[src/rtl/wavedac_pkg.sv]
package wavedac_pkg;

  localparam int WORD_W = 16;
  localparam int CODE_W = 10;
  localparam int IDX_W  = 5;
  localparam int BITCNT_W = $clog2(WORD_W);

  typedef enum logic [2:0] {
    FR_IDLE,
    FR_SEL_LEAD,
    FR_STB_LEAD,
    FR_CLK_HI,
    FR_CLK_LO,
    FR_BYTE_GAP,
    FR_STB_TAIL
  } frame_state_e;

  // Word layout: {0, speed, power-down, 0, code[9:0], 00}
  function automatic logic [WORD_W-1:0] pack_word(input logic fast,
                                                  input logic pdown,
                                                  input logic [CODE_W-1:0] code);
    return {1'b0, fast, pdown, 1'b0, code, 2'b00};
  endfunction

endpackage

[src/rtl/wavedac_timer.sv]
module wavedac_timer #(
  parameter int TIMER_W = 16
) (
  input  logic               clk,
  input  logic               rst_n,
  input  logic [TIMER_W-1:0] reload_i,
  output logic               tick_o
);

  logic [TIMER_W-1:0] cnt_q, cnt_d;

  assign tick_o = (cnt_q == '0);

  always_comb begin
    if (tick_o) cnt_d = reload_i;
    else        cnt_d = cnt_q - 1'b1;
  end

  always_ff @(posedge clk or negedge rst_n) begin
    if (!rst_n) cnt_q <= '0;
    else        cnt_q <= cnt_d;
  end

endmodule

[src/rtl/wavedac_source.sv]
module wavedac_source
  import wavedac_pkg::*;
(
  input  logic              clk,
  input  logic              rst_n,
  input  logic              adv_i,
  input  logic              sine_sel_i,
  output logic [CODE_W-1:0] code_o
);

  logic [CODE_W-1:0] ramp_q, ramp_d;
  logic [IDX_W-1:0]  idx_q, idx_d;
  logic              ramp_en, idx_en;

  // 512 + 511*sin(2*pi*k/32), rounded; second half mirrors the first
  function automatic logic [CODE_W-1:0] sine_point(input logic [IDX_W-1:0] k);
    logic [8:0] mag;
    logic [3:0] q;
    q = k[3:0];
    case (q[3] ? (4'd16 - q) : q)
      4'd0:    mag = 9'd0;
      4'd1:    mag = 9'd100;
      4'd2:    mag = 9'd196;
      4'd3:    mag = 9'd284;
      4'd4:    mag = 9'd361;
      4'd5:    mag = 9'd425;
      4'd6:    mag = 9'd472;
      4'd7:    mag = 9'd501;
      default: mag = 9'd511;
    endcase
    if (k[4]) return 10'd512 - {1'b0, mag};
    else      return 10'd512 + {1'b0, mag};
  endfunction

  assign ramp_en = adv_i && !sine_sel_i;
  assign idx_en  = adv_i &&  sine_sel_i;

  always_comb begin
    ramp_d = ramp_q + 1'b1;
    idx_d  = idx_q + 1'b1;
    code_o = sine_sel_i ? sine_point(idx_q) : ramp_q;
  end

  always_ff @(posedge clk or negedge rst_n) begin
    if (!rst_n) begin
      ramp_q <= '0;
      idx_q  <= '0;
    end else begin
      if (ramp_en) ramp_q <= ramp_d;
      if (idx_en)  idx_q  <= idx_d;
    end
  end

endmodule

[src/rtl/wavedac_shifter.sv]
module wavedac_shifter
  import wavedac_pkg::*;
#(
  parameter int HALF = 7
) (
  input  logic              clk,
  input  logic              rst_n,
  input  logic              start_i,
  input  logic [WORD_W-1:0] word_i,
  input  logic              byte_i,
  output logic              busy_o,
  output logic              cs_n_o,
  output logic              fs_n_o,
  output logic              sclk_o,
  output logic              sdo_o
);

  localparam int DIV_W = (HALF > 1) ? $clog2(HALF) : 1;
  localparam logic [DIV_W-1:0] DIV_LOAD = DIV_W'(HALF - 1);

  frame_state_e        state_q, state_d;
  logic [DIV_W-1:0]    div_q, div_d;
  logic [BITCNT_W-1:0] bit_q, bit_d;
  logic [WORD_W-1:0]   sreg_q, sreg_d;
  logic                byte_q, byte_d;
  logic                cs_n_q, fs_n_q, sclk_q;
  logic                cs_n_d, fs_n_d, sclk_d;
  logic                phase_end;

  assign phase_end = (div_q == '0);
  assign busy_o    = (state_q != FR_IDLE);

  always_comb begin
    state_d = state_q;
    div_d   = div_q;
    bit_d   = bit_q;
    sreg_d  = sreg_q;
    byte_d  = byte_q;
    if (state_q == FR_IDLE) begin
      if (start_i) begin
        state_d = FR_SEL_LEAD;
        div_d   = DIV_LOAD;
        bit_d   = '0;
        sreg_d  = word_i;
        byte_d  = byte_i;
      end
    end else if (!phase_end) begin
      div_d = div_q - 1'b1;
    end else begin
      div_d = DIV_LOAD;
      case (state_q)
        FR_SEL_LEAD: state_d = FR_STB_LEAD;
        FR_STB_LEAD: state_d = FR_CLK_HI;
        FR_CLK_HI:   state_d = FR_CLK_LO;
        FR_BYTE_GAP: state_d = FR_CLK_HI;
        FR_CLK_LO: begin
          if (bit_q == BITCNT_W'(WORD_W - 1)) begin
            state_d = FR_STB_TAIL;
          end else begin
            bit_d   = bit_q + 1'b1;
            sreg_d  = {sreg_q[WORD_W-2:0], 1'b0};
            state_d = (byte_q && bit_q == BITCNT_W'(WORD_W/2 - 1)) ? FR_BYTE_GAP : FR_CLK_HI;
          end
        end
        default: state_d = FR_IDLE;
      endcase
    end
  end

  always_comb begin
    cs_n_d = (state_d == FR_IDLE);
    fs_n_d = !(state_d inside {FR_STB_LEAD, FR_CLK_HI, FR_CLK_LO, FR_BYTE_GAP});
    sclk_d = (state_d == FR_CLK_HI);
  end

  always_ff @(posedge clk or negedge rst_n) begin
    if (!rst_n) begin
      state_q <= FR_IDLE;
      div_q   <= '0;
      bit_q   <= '0;
      sreg_q  <= '0;
      byte_q  <= 1'b0;
      cs_n_q  <= 1'b1;
      fs_n_q  <= 1'b1;
      sclk_q  <= 1'b0;
    end else begin
      state_q <= state_d;
      div_q   <= div_d;
      bit_q   <= bit_d;
      sreg_q  <= sreg_d;
      byte_q  <= byte_d;
      cs_n_q  <= cs_n_d;
      fs_n_q  <= fs_n_d;
      sclk_q  <= sclk_d;
    end
  end

  assign cs_n_o = cs_n_q;
  assign fs_n_o = fs_n_q;
  assign sclk_o = sclk_q;
  assign sdo_o  = sreg_q[WORD_W-1];

endmodule

[src/rtl/wavedac_driver.sv]
module wavedac_driver
  import wavedac_pkg::*;
#(
  parameter int TIMER_W  = 16,
  parameter int CLK_HALF = 7,
  parameter int CLK_NS   = 4
) (
  input  logic               clk,
  input  logic               rst_n,
  input  logic [TIMER_W-1:0] reload_i,
  input  logic               sine_sel_i,
  input  logic               byte_mode_i,
  input  logic               fast_i,
  input  logic               pdown_i,
  output logic               dac_cs_n_o,
  output logic               dac_fs_n_o,
  output logic               dac_sclk_o,
  output logic               dac_sdo_o,
  output logic               overrun_o
);

  localparam int MIN_HALF_NS = 25;

  if (CLK_HALF < 1 || CLK_HALF * CLK_NS < MIN_HALF_NS) begin : g_half_check
    $error("serial clock half period below 25 ns");
  end

  logic              tick, busy, start;
  logic              overrun_q, overrun_d;
  logic [CODE_W-1:0] code;
  logic [WORD_W-1:0] word;

  assign start     = tick && !busy;
  assign overrun_d = tick && busy;
  assign word      = pack_word(fast_i, pdown_i, code);

  wavedac_timer #(.TIMER_W(TIMER_W)) u_timer (
    .clk      (clk),
    .rst_n    (rst_n),
    .reload_i (reload_i),
    .tick_o   (tick)
  );

  wavedac_source u_source (
    .clk        (clk),
    .rst_n      (rst_n),
    .adv_i      (start),
    .sine_sel_i (sine_sel_i),
    .code_o     (code)
  );

  wavedac_shifter #(.HALF(CLK_HALF)) u_shifter (
    .clk     (clk),
    .rst_n   (rst_n),
    .start_i (start),
    .word_i  (word),
    .byte_i  (byte_mode_i),
    .busy_o  (busy),
    .cs_n_o  (dac_cs_n_o),
    .fs_n_o  (dac_fs_n_o),
    .sclk_o  (dac_sclk_o),
    .sdo_o   (dac_sdo_o)
  );

  always_ff @(posedge clk or negedge rst_n) begin
    if (!rst_n) overrun_q <= 1'b0;
    else        overrun_q <= overrun_d;
  end

  assign overrun_o = overrun_q;

endmodule

[config.mk]
export PLATFORM = sky130hd
export DESIGN_NAME = wavedac_driver
export DESIGN_NICKNAME = d
export VERILOG_FILES = /design/src/rtl/wavedac_pkg.sv /design/src/rtl/wavedac_timer.sv /design/src/rtl/wavedac_source.sv /design/src/rtl/wavedac_shifter.sv /design/src/rtl/wavedac_driver.sv
export SDC_FILE = /design/constraint.sdc
export NUM_CORES = 1
export LEC_CHECK = 0
export CORE_MARGIN = 5
export CORE_UTILIZATION = 63
export CTS_CLUSTER_SIZE = 24
export DETAILED_ROUTE_END_ITERATION = 10
export PLACE_DENSITY_LB_ADDON = 0.12
export SLEW_MARGIN = 20
export SYNTH_ARGS = -nofsm -noshare
export SYNTH_HDL_FRONTEND = slang
export SYNTH_SLANG_ARGS = --single-unit
[constraint.sdc]
create_clock -name clk -period 6.9 [get_ports clk]
set_clock_uncertainty 0.05 [all_clocks]
set_input_delay 2.07 -clock clk [delete_from_list [all_inputs] [get_ports clk]]
set_output_delay 2.07 -clock clk [all_outputs]
set_load 0.01 [all_outputs]
Word-level counts from Yosys, hierarchy flattened
Memories as Yosys holds them, arrays and structs flattened.
Cells that the tools add are included.
- output and inout bits: 5
- ROM bits: 64
- word-level logic and storage cells: 77
- input bits: 22
- bits in registers: 62
- memories kept: 1
- eq/ne operators: 13
- add/sub/neg operators: 8
- reductions and logical operators: 19
- muxes and demuxes: 24
- memory list (memory ; depth ; width ; rd ports ; clocked after Yosys merged registers in ; write ports ; RTL line ; text):
    (no name shown) ; 8 ; 8 ; 1 ; 0 ; 0 ; wavedac_source.sv:20 ; case (q[3] ? (4'd16 - q) : q)
- operators with widths (operator ; count):
    $mux W16 ; 6
    $mux W3 ; 8
    $mux W4 ; 6
    $mux W10 ; 2
    $logic_not A16 Y1 ; 1
    $sub A16 B1 Y16 const B ; 1
    $eq A3 B2 Y1 const B ; 4
    $eq A3 B3 Y1 const B ; 4
    $pmux W3 S4 ; 1
    $add A10 B1 Y10 const B ; 1
    $add A10 B9 Y10 const A ; 1
    $sub A10 B9 Y10 const A ; 1
    $logic_not A3 Y1 ; 3
    $mux W9 ; 1
    $add A5 B1 Y5 const B ; 1
    $logic_and A1 B1 Y1 ; 5
    $add A4 B1 Y4 const B ; 1
    $eq A4 B3 Y1 const B ; 1
    $eq A4 B4 Y1 const B ; 1
    $reduce_and A4 Y1 ; 1
    $reduce_bool A2 Y1 ; 2
    $reduce_bool A4 Y1 ; 1
    $sub A1 B4 Y4 const A ; 1
    $eq A3 B1 Y1 const B ; 1
    other kinds (7) ; 9

Logic depth before layout (Yosys ltp)
Gate-level depths: netlist of the first run.
- depth in word-level cells: 10
- depth in mapped cells: 12
- depth with buffers taken out: 11

Hierarchy
Synthesis of the first run repeated with hierarchy kept, for this count alone.
- cells, all modules: 386
- area, all modules: 3852.4 sq um
- modules (own cells, without submodules) (module ; times used ; cells an instance ; seq. area each (sq um) ; area an instance (sq um)):
    wavedac_shifter ; 1 ; 146 ; 753.2 ; 1546.5
    wavedac_source ; 1 ; 135 ; 375.4 ; 1350.0
    wavedac_timer ; 1 ; 101 ; 400.4 ; 910.9
    wavedac_driver ; 1 ; 4 ; 25.0 ; 45.0

Least setup slack after synthesis of the first run
No wires, ideal clock.
- path kind: input to register
- from: input sine_sel_i
- to: register u_shifter.sreg_q[10]
- required time: 6.720 ns
- cell stages on the path: 5
- arrival: 2.903 ns
- path slack: 3.816 ns
- library setup time: 0.130 ns
- path buffers: 2
- cells stage by stage: clkbuf_1 clkbuf_1 nand2_1 a31oi_1 a31oi_1
- cells in the longest elaborated chain, start to end: 3
- RTL lines (what ; RTL line ; text):
    from (decl) ; wavedac_driver.sv:11 ; input logic sine_sel_i,
    $mux W10 ; wavedac_source.sv:41 ; code_o = sine_sel_i ? sine_point(idx_q) : ramp_q;
    $mux W16 ; wavedac_shifter.sv:40 ; if (start_i) begin
    $mux W16 ; wavedac_shifter.sv:39 ; if (state_q == FR_IDLE) begin
    to (signal assigned) ; wavedac_shifter.sv:90 ; sreg_q <= sreg_d;
    to (decl) ; wavedac_shifter.sv:24 ; logic [WORD_W-1:0] sreg_q, sreg_d;
Every way passes these cells. The select of a mux whose other input is x is not followed.
A chain may end at the register's enable or synchronous reset.

Worst setup path after layout of the first run
- from: input sine_sel_i
- to: register u_source.ramp_q[5]
- cells in the longest elaborated chain, start to end: 2
- RTL lines (what ; RTL line ; text):
    $logic_not A1 Y1 ; wavedac_source.sv:35 ; assign ramp_en = adv_i && !sine_sel_i;
    $logic_and A1 B1 Y1 ; wavedac_source.sv:35 ;
    to (signal assigned) ; wavedac_source.sv:49 ; if (ramp_en) ramp_q <= ramp_d;
    to (decl) ; wavedac_source.sv:11 ; logic [CODE_W-1:0] ramp_q, ramp_d;
Every way passes these cells.

==> results.txt, run 1 <==
via count: 2,851
worst-margin pin slew: 747 ps
WHS: 424 ps
Max Slew Vio Count: 0
grt ovf: 0
number of global-route vias before repair: 2,736
GR Util met2: 0.353
global routing's busiest layer: met2
post-CTS sizing: 0
GPL Wtd Cong: 0.861
initial antenna violation count: 0
setup bufs post-CTS: 0
initial core utilization: 0.644
drt via density: 5.87
die footprint: 7190 µm²
Critical Path RT: 7070 ps
die height: 84.8 µm
largest net degree at the start of global routing: 61
Power per Cell Area: 278 nW/µm²
Hold-fix buffers, CTS: 0
critical path endpoint category: register
Setup CP Type: in2reg
First-pass DRT Iterations: 4
Worst-Skew Late Latency: 330 ps
clock slew at reported path FFs: 70 ps
Post-synth ARST share: 1.00
max incr delay on CP: 770 ps
Min-Delay Path Class: reg2reg
WP data arrival: 3760 ps
met1 GRT Util: 0.297
WL final: 7.50 mm
worst-path fanout max: 20
CP max stage cell: clkdlybuf4s50_1
status: completed
first-pass GRT wire length: 12.7 mm
Die Wd: 84.8 µm
setup_tns: 0 ps
DP HPWL: 5.30 mm
Fmax: 0.278 GHz
PortBufs: 26
crit path launch type: input port
layout cells sized above 1: 0.0749
Max-slew headroom: 0.502
pre-CTS setup slack: 2980 ps
Distinct cells, synth: 53
Yosys warnings: 0
row count: 27
CTS Sinks: 60
reg-to-reg slack, setup: 3700 ps
# nets final: 445
worst path cell trace: clkdlybuf4s50_1, nor2_4, and3_1, nand4_1, xnor2_1
Pleak: 1.73 nW
ant diodes: 0
number of synthesized flops with an enable pin: 0
I/O Pins: 27
Final setup viols: 0
syn_nets: 423
Area Growth Syn to Fin: 12.9%
Tcrit/Tclk final: 0.521
R2R Path End: u_shifter.sreg_q[9]
Mapped Avg Cell Area: 9.11 µm²
CTS tree: built
Root Buffer: clkbuf_8
ys flop type: dfrtp_1
CP startpoint: sine_sel_i
total CTS buffers: 9
post-synthesis cell count: 387
DRC: 0
Antenna Nets Post-Route: 0
HP Start: u_shifter.div_q[0]
fin util: 0.727
Final Hold Viols: 0
met3 Use GR: 0.0402
RSZ-0062 raised after global routing: no
register area share after synthesis: 0.427
CORE AREA: 5470 µm²
H-tree levels: 3
max cap viols: 0
Total GRT Usage: 0.220
FF-to-FF Start: u_source.idx_q[0]
worst setup path end: u_source.ramp_q[5]
Reg2Reg Depth: 11
Mapped Area: 3520 µm²
CTS max path bufs: 2
peak supply drop: 203 µV
Yosys reg bits: 60
slack of the critical path: 3300 ps
min cycle time layout: 3600 ps
Routed wire per std cell: 15.4 µm
iteration-0 DRC count of the detailed router: 136
-- state kept, by name, summed over array words and instances (netlist names) --
name               count
u_shifter.div_q        3
u_source.ramp_q       10
u_shifter.fs_n_o       1
u_shifter.sclk_o       1
u_shifter.bit_q        4
u_shifter.state_q      3
u_shifter.byte_q       1
overrun_o              1
u_timer.cnt_q         16
u_source.idx_q         5
u_shifter.sreg_q      14
u_shifter.cs_n_o       1
-- through the flow --
stage,cell area [µm²],total power [mW],instances
after CTS,3980,1.11,486
after floorplan,3520,0.744,387
after detailed placement,3810,0.839,470
after global routing,3980,1.18,486
final,3980,1.11,486
after global placement,3810,0.822,470
-- logic make-up after synthesis --
| family | synth area share |
|---|---|
| compound gates | 0.146 |
| xor+xnor | 0.0916 |
| fa+ha+maj | 0.0497 |
| buf+inv | 0.0348 |
| flops | 0.427 |
| mux | 0.0234 |
| simple gates | 0.228 |
-- layout make-up --
| type | instances | area (µm²) |
|---|---|---|
| clock inverter | 2 | 10.0 |
| multi-input combinational | 296 | 1900 |
| timing repair buffer | 28 | 270 |
| fill | 419 | 1500 |
| inverter | 14 | 52.6 |
| tap | 72 | 90.1 |
| sequential | 60 | 1500 |
| clock buffer | 14 | 153 |
-- worst max-delay path, delay by kind of cell --
| kind | cells | cell delay, ps |
|---|---|---|
| buf+inv | 1 | 770 |
| simple gates | 3 | 760 |
| xor+xnor | 1 | 160 |
-- cell usage after synthesis, drive strengths merged, types with 4 or more instances --
library cell,count,share of area
dfrtp,58,0.41
nor2,43,0.051
nand2,38,0.040
a21oi,32,0.045
xnor2,27,0.069
o21ai,22,0.031
nand3,15,0.021
ha,14,0.050
inv,14,0.015
clkbuf,13,0.014
a31oi,12,0.021
nor3,12,0.023
nand4,10,0.022
xor2,9,0.022
mux2i,6,0.017
and3,4,0.0071
buf,4,0.0060
nand2b,4,0.0071
-- report_power, final --
part           internal [mW]  switching, mW
Clock                  0.140          0.129
Combinational          0.143          0.159
Sequential             0.449         0.0857
Total                  0.732          0.374
-- how the worst min path moves through the flow --
stage | cells after the start | to | slack, ps
2_1_floorplan | 2 | u_shifter.sreg_q[12] | 390
3_3_place_gp | 2 | u_shifter.sreg_q[12] | 400
4_1_cts | 1 | u_shifter.div_q[0] | 430
3_5_place_dp | 1 | u_shifter.div_q[0] | 420
6_report | 1 | u_shifter.div_q[0] | 420
5_1_grt | 1 | u_shifter.div_q[0] | 460
-- layer usage --
metal,wire length (µm),part of all wire,vias up
met3,421,0.056,11
met4,105,0.014,0
met5,0,0,-
met1,3400,0.45,1371
li1,-,-,1400
met2,3570,0.48,69
-- placed cells by master (no fill, tap or decap), drive strengths merged, types with 4 or more instances in the layout --
master         synthesis  routed
nand2                 38      38
nor3                  12      12
mux2i                  6       6
nor2                  43      43
nand4                 10      10
ha                    14      14
nand3                 15      15
o21ai                 22      22
xor2                   9       9
clkbuf                13      14
a31oi                 12      12
clkdlybuf4s50          0      25
dfrtp                 58      58
inv                   14      14
a21oi                 32      32
and3                   4       4
nand2b                 4       4
xnor2                 27      27
Note: power is estimated with default switching activity, not from simulation.
==> run 2, diff against run 1 <==
Settings changed: CORE_UTILIZATION 63 to 53.
Clock period 6.9 ns to 2.9 ns, I/O delays scaled along.
==> run 2 against run 1 <==
  * Wire length fell by 0.59%
  * Die area grew 17%
  * Critical path depth is 6 higher
  * Clock power grew to 2.5 times the previous value
  * Power grew 140%
  * Design area is 2.4% higher
  * Worst setup slack worse by 3100 ps
  * Utilization shrank 9.3 points
  * Non-clock buffer count rose by 8
  * Critical path type is now reg2reg
  * Largest cell class unchanged
==> results.txt, run 2 (synthesized netlist as in run 1, its figures left out) <==
status: completed
R2R Path End: u_shifter.sreg_q[9]
largest reg by FF count: u_timer.cnt_q
Pleak: 1.79 nW
clock slew at reported path FFs: 70 ps
Reg2Reg Depth: 11
largest net degree at the start of global routing: 35
total CTS buffers: 9
Sw Share: 0.339
min cycle time layout: 2680 ps
CTS max path bufs: 2
Setup CP Type: reg2reg
WL final: 7.45 mm
Flop pwr share: 0.474
WHS: 417 ps
Antenna Nets Post-Route: 0
FF-to-FF Start: u_source.idx_q[0]
combinational power share: 0.271
Critical Path RT: 3080 ps
Max Slew Vio Count: 0
fin cells: 499
Final Hold Viols: 0
die height: 91.6 µm
RSZ-0062 raised after global routing: no
most frequent cells in the layout: 58 x dfrtp_1, 40 x nor2_1, 38 x nand2_1
Min-Delay Path Class: reg2reg
pre-CTS setup slack: 175 ps
crit path launch type: register
Area Growth Syn to Fin: 15.5%
initial antenna violation count: 0
power share of the clock group: 0.255
WP data arrival: 2860 ps
internal power: 1.77 mW
Power per Cell Area: 658 nW/µm²
DP HPWL: 5.28 mm
Final setup viols: 0
most common cell after layout, fill and taps aside: dfrtp_1
reg-to-reg slack, setup: 220 ps
CTS Sinks: 60
Regs by FF count: u_timer.cnt_q x16, u_shifter.sreg_q x14, u_source.ramp_q x10
H-tree levels: 3
initial core utilization: 0.549
fillers: 544
iteration-0 DRC count of the detailed router: 178
grt ovf: 0
Cells after DPL: 483
Net Sw Power: 907 µW
worst-path fanout max: 5
die footprint: 8380 µm²
GPL Wtd Cong: 0.918
Total GRT Usage: 0.192
via count: 2,845
Hold EP: u_shifter.sreg_q[15]
Fmax: 0.373 GHz
ant diodes: 0
# nets final: 453
critical path endpoint category: register
slack of the critical path: 217 ps
power consumption: 2.68 mW
Hold-fix buffers, CTS: 0
row count: 29
First-pass DRT Iterations: 4
Hold Crit Depth: 2
I/O Pins: 27
setup bufs post-CTS: 0
drt via density: 5.70
first-pass GRT wire length: 13.0 mm
Die Wd: 91.6 µm
Worst-Skew Late Latency: 340 ps
setup_tns: 0 ps
number of global-route vias before repair: 2,695
Root Buffer: clkbuf_8
max cap viols: 0
worst-margin pin slew: 651 ps
CTS tree: built
post-CTS sizing: 0
Max-slew headroom: 0.565
CORE AREA: 6420 µm²
peak supply drop: 413 µV
max reg flops: 16
Tcrit/Tclk final: 0.925
PortBufs: 26
DRC: 0
layout cells sized above 1: 0.0995
Routed wire per std cell: 14.9 µm
HP Start: u_shifter.sreg_q[14]
## run 2: routing by layer
layer	wire length [µm]	GRT usage
met1	3650	0.271
met3	304	0.0405
met5	0	0
met2	3350	0.279
met4	152	0.0930
## run 2: area by class of cell
| class | instances | area [µm²] | share of cell area |
|---|---|---|---|
| Multi-Input combinational cell | 296 | 1900 | 0.466 |
| Timing Repair Buffer | 36 | 343 | 0.0842 |
| Inverter | 14 | 52.6 | 0.0129 |
| Sequential cell | 60 | 1500 | 0.369 |
| Clock buffer | 12 | 155 | 0.0381 |
| Clock inverter | 4 | 23.8 | 0.00584 |
| Tap cell | 77 | 96.3 | 0.0237 |
## run 2: critical path, cell delays in order (launching register included)
cell	delay, ps
dfrtp_1	370
inv_1	120
ha_1	300
a21o_1	210
ha_1	240
and2_1	170
o21ai_1	140
nand4b_1	170
o41ai_2	360
xnor2_1	160
nand3_1	90
a22o_1	200
## run 2: metrics by stage
step | util | instance area, µm²
6_report | 0.634 | 4070
4_1_cts | 0.634 | 4070
3_3_place_gp | 0.606 | 3890
3_5_place_dp | 0.606 | 3890
2_1_floorplan | - | 3530
5_1_grt | 0.634 | 4070
## run 2: power by group through the flow
stage               Sequential [mW]  Clock, mW  Combinational (mW)
floorplan                      1.22          0               0.547
global placement               1.27          0               0.712
detailed placement             1.28          0               0.730
CTS                            1.27      0.697               0.734
global route                   1.30      0.734               0.836
finish                         1.27      0.683               0.727
## run 2: how the worst max path moves through the flow
stage | startpoint | end
floorplan | u_source.idx_q[0] | u_shifter.sreg_q[9]
global placement | u_source.idx_q[0] | u_shifter.sreg_q[9]
detailed placement | u_source.idx_q[0] | u_shifter.sreg_q[9]
CTS | u_source.idx_q[0] | u_shifter.sreg_q[9]
global route | u_source.idx_q[0] | u_shifter.sreg_q[9]
finish | u_source.idx_q[0] | u_shifter.sreg_q[9]
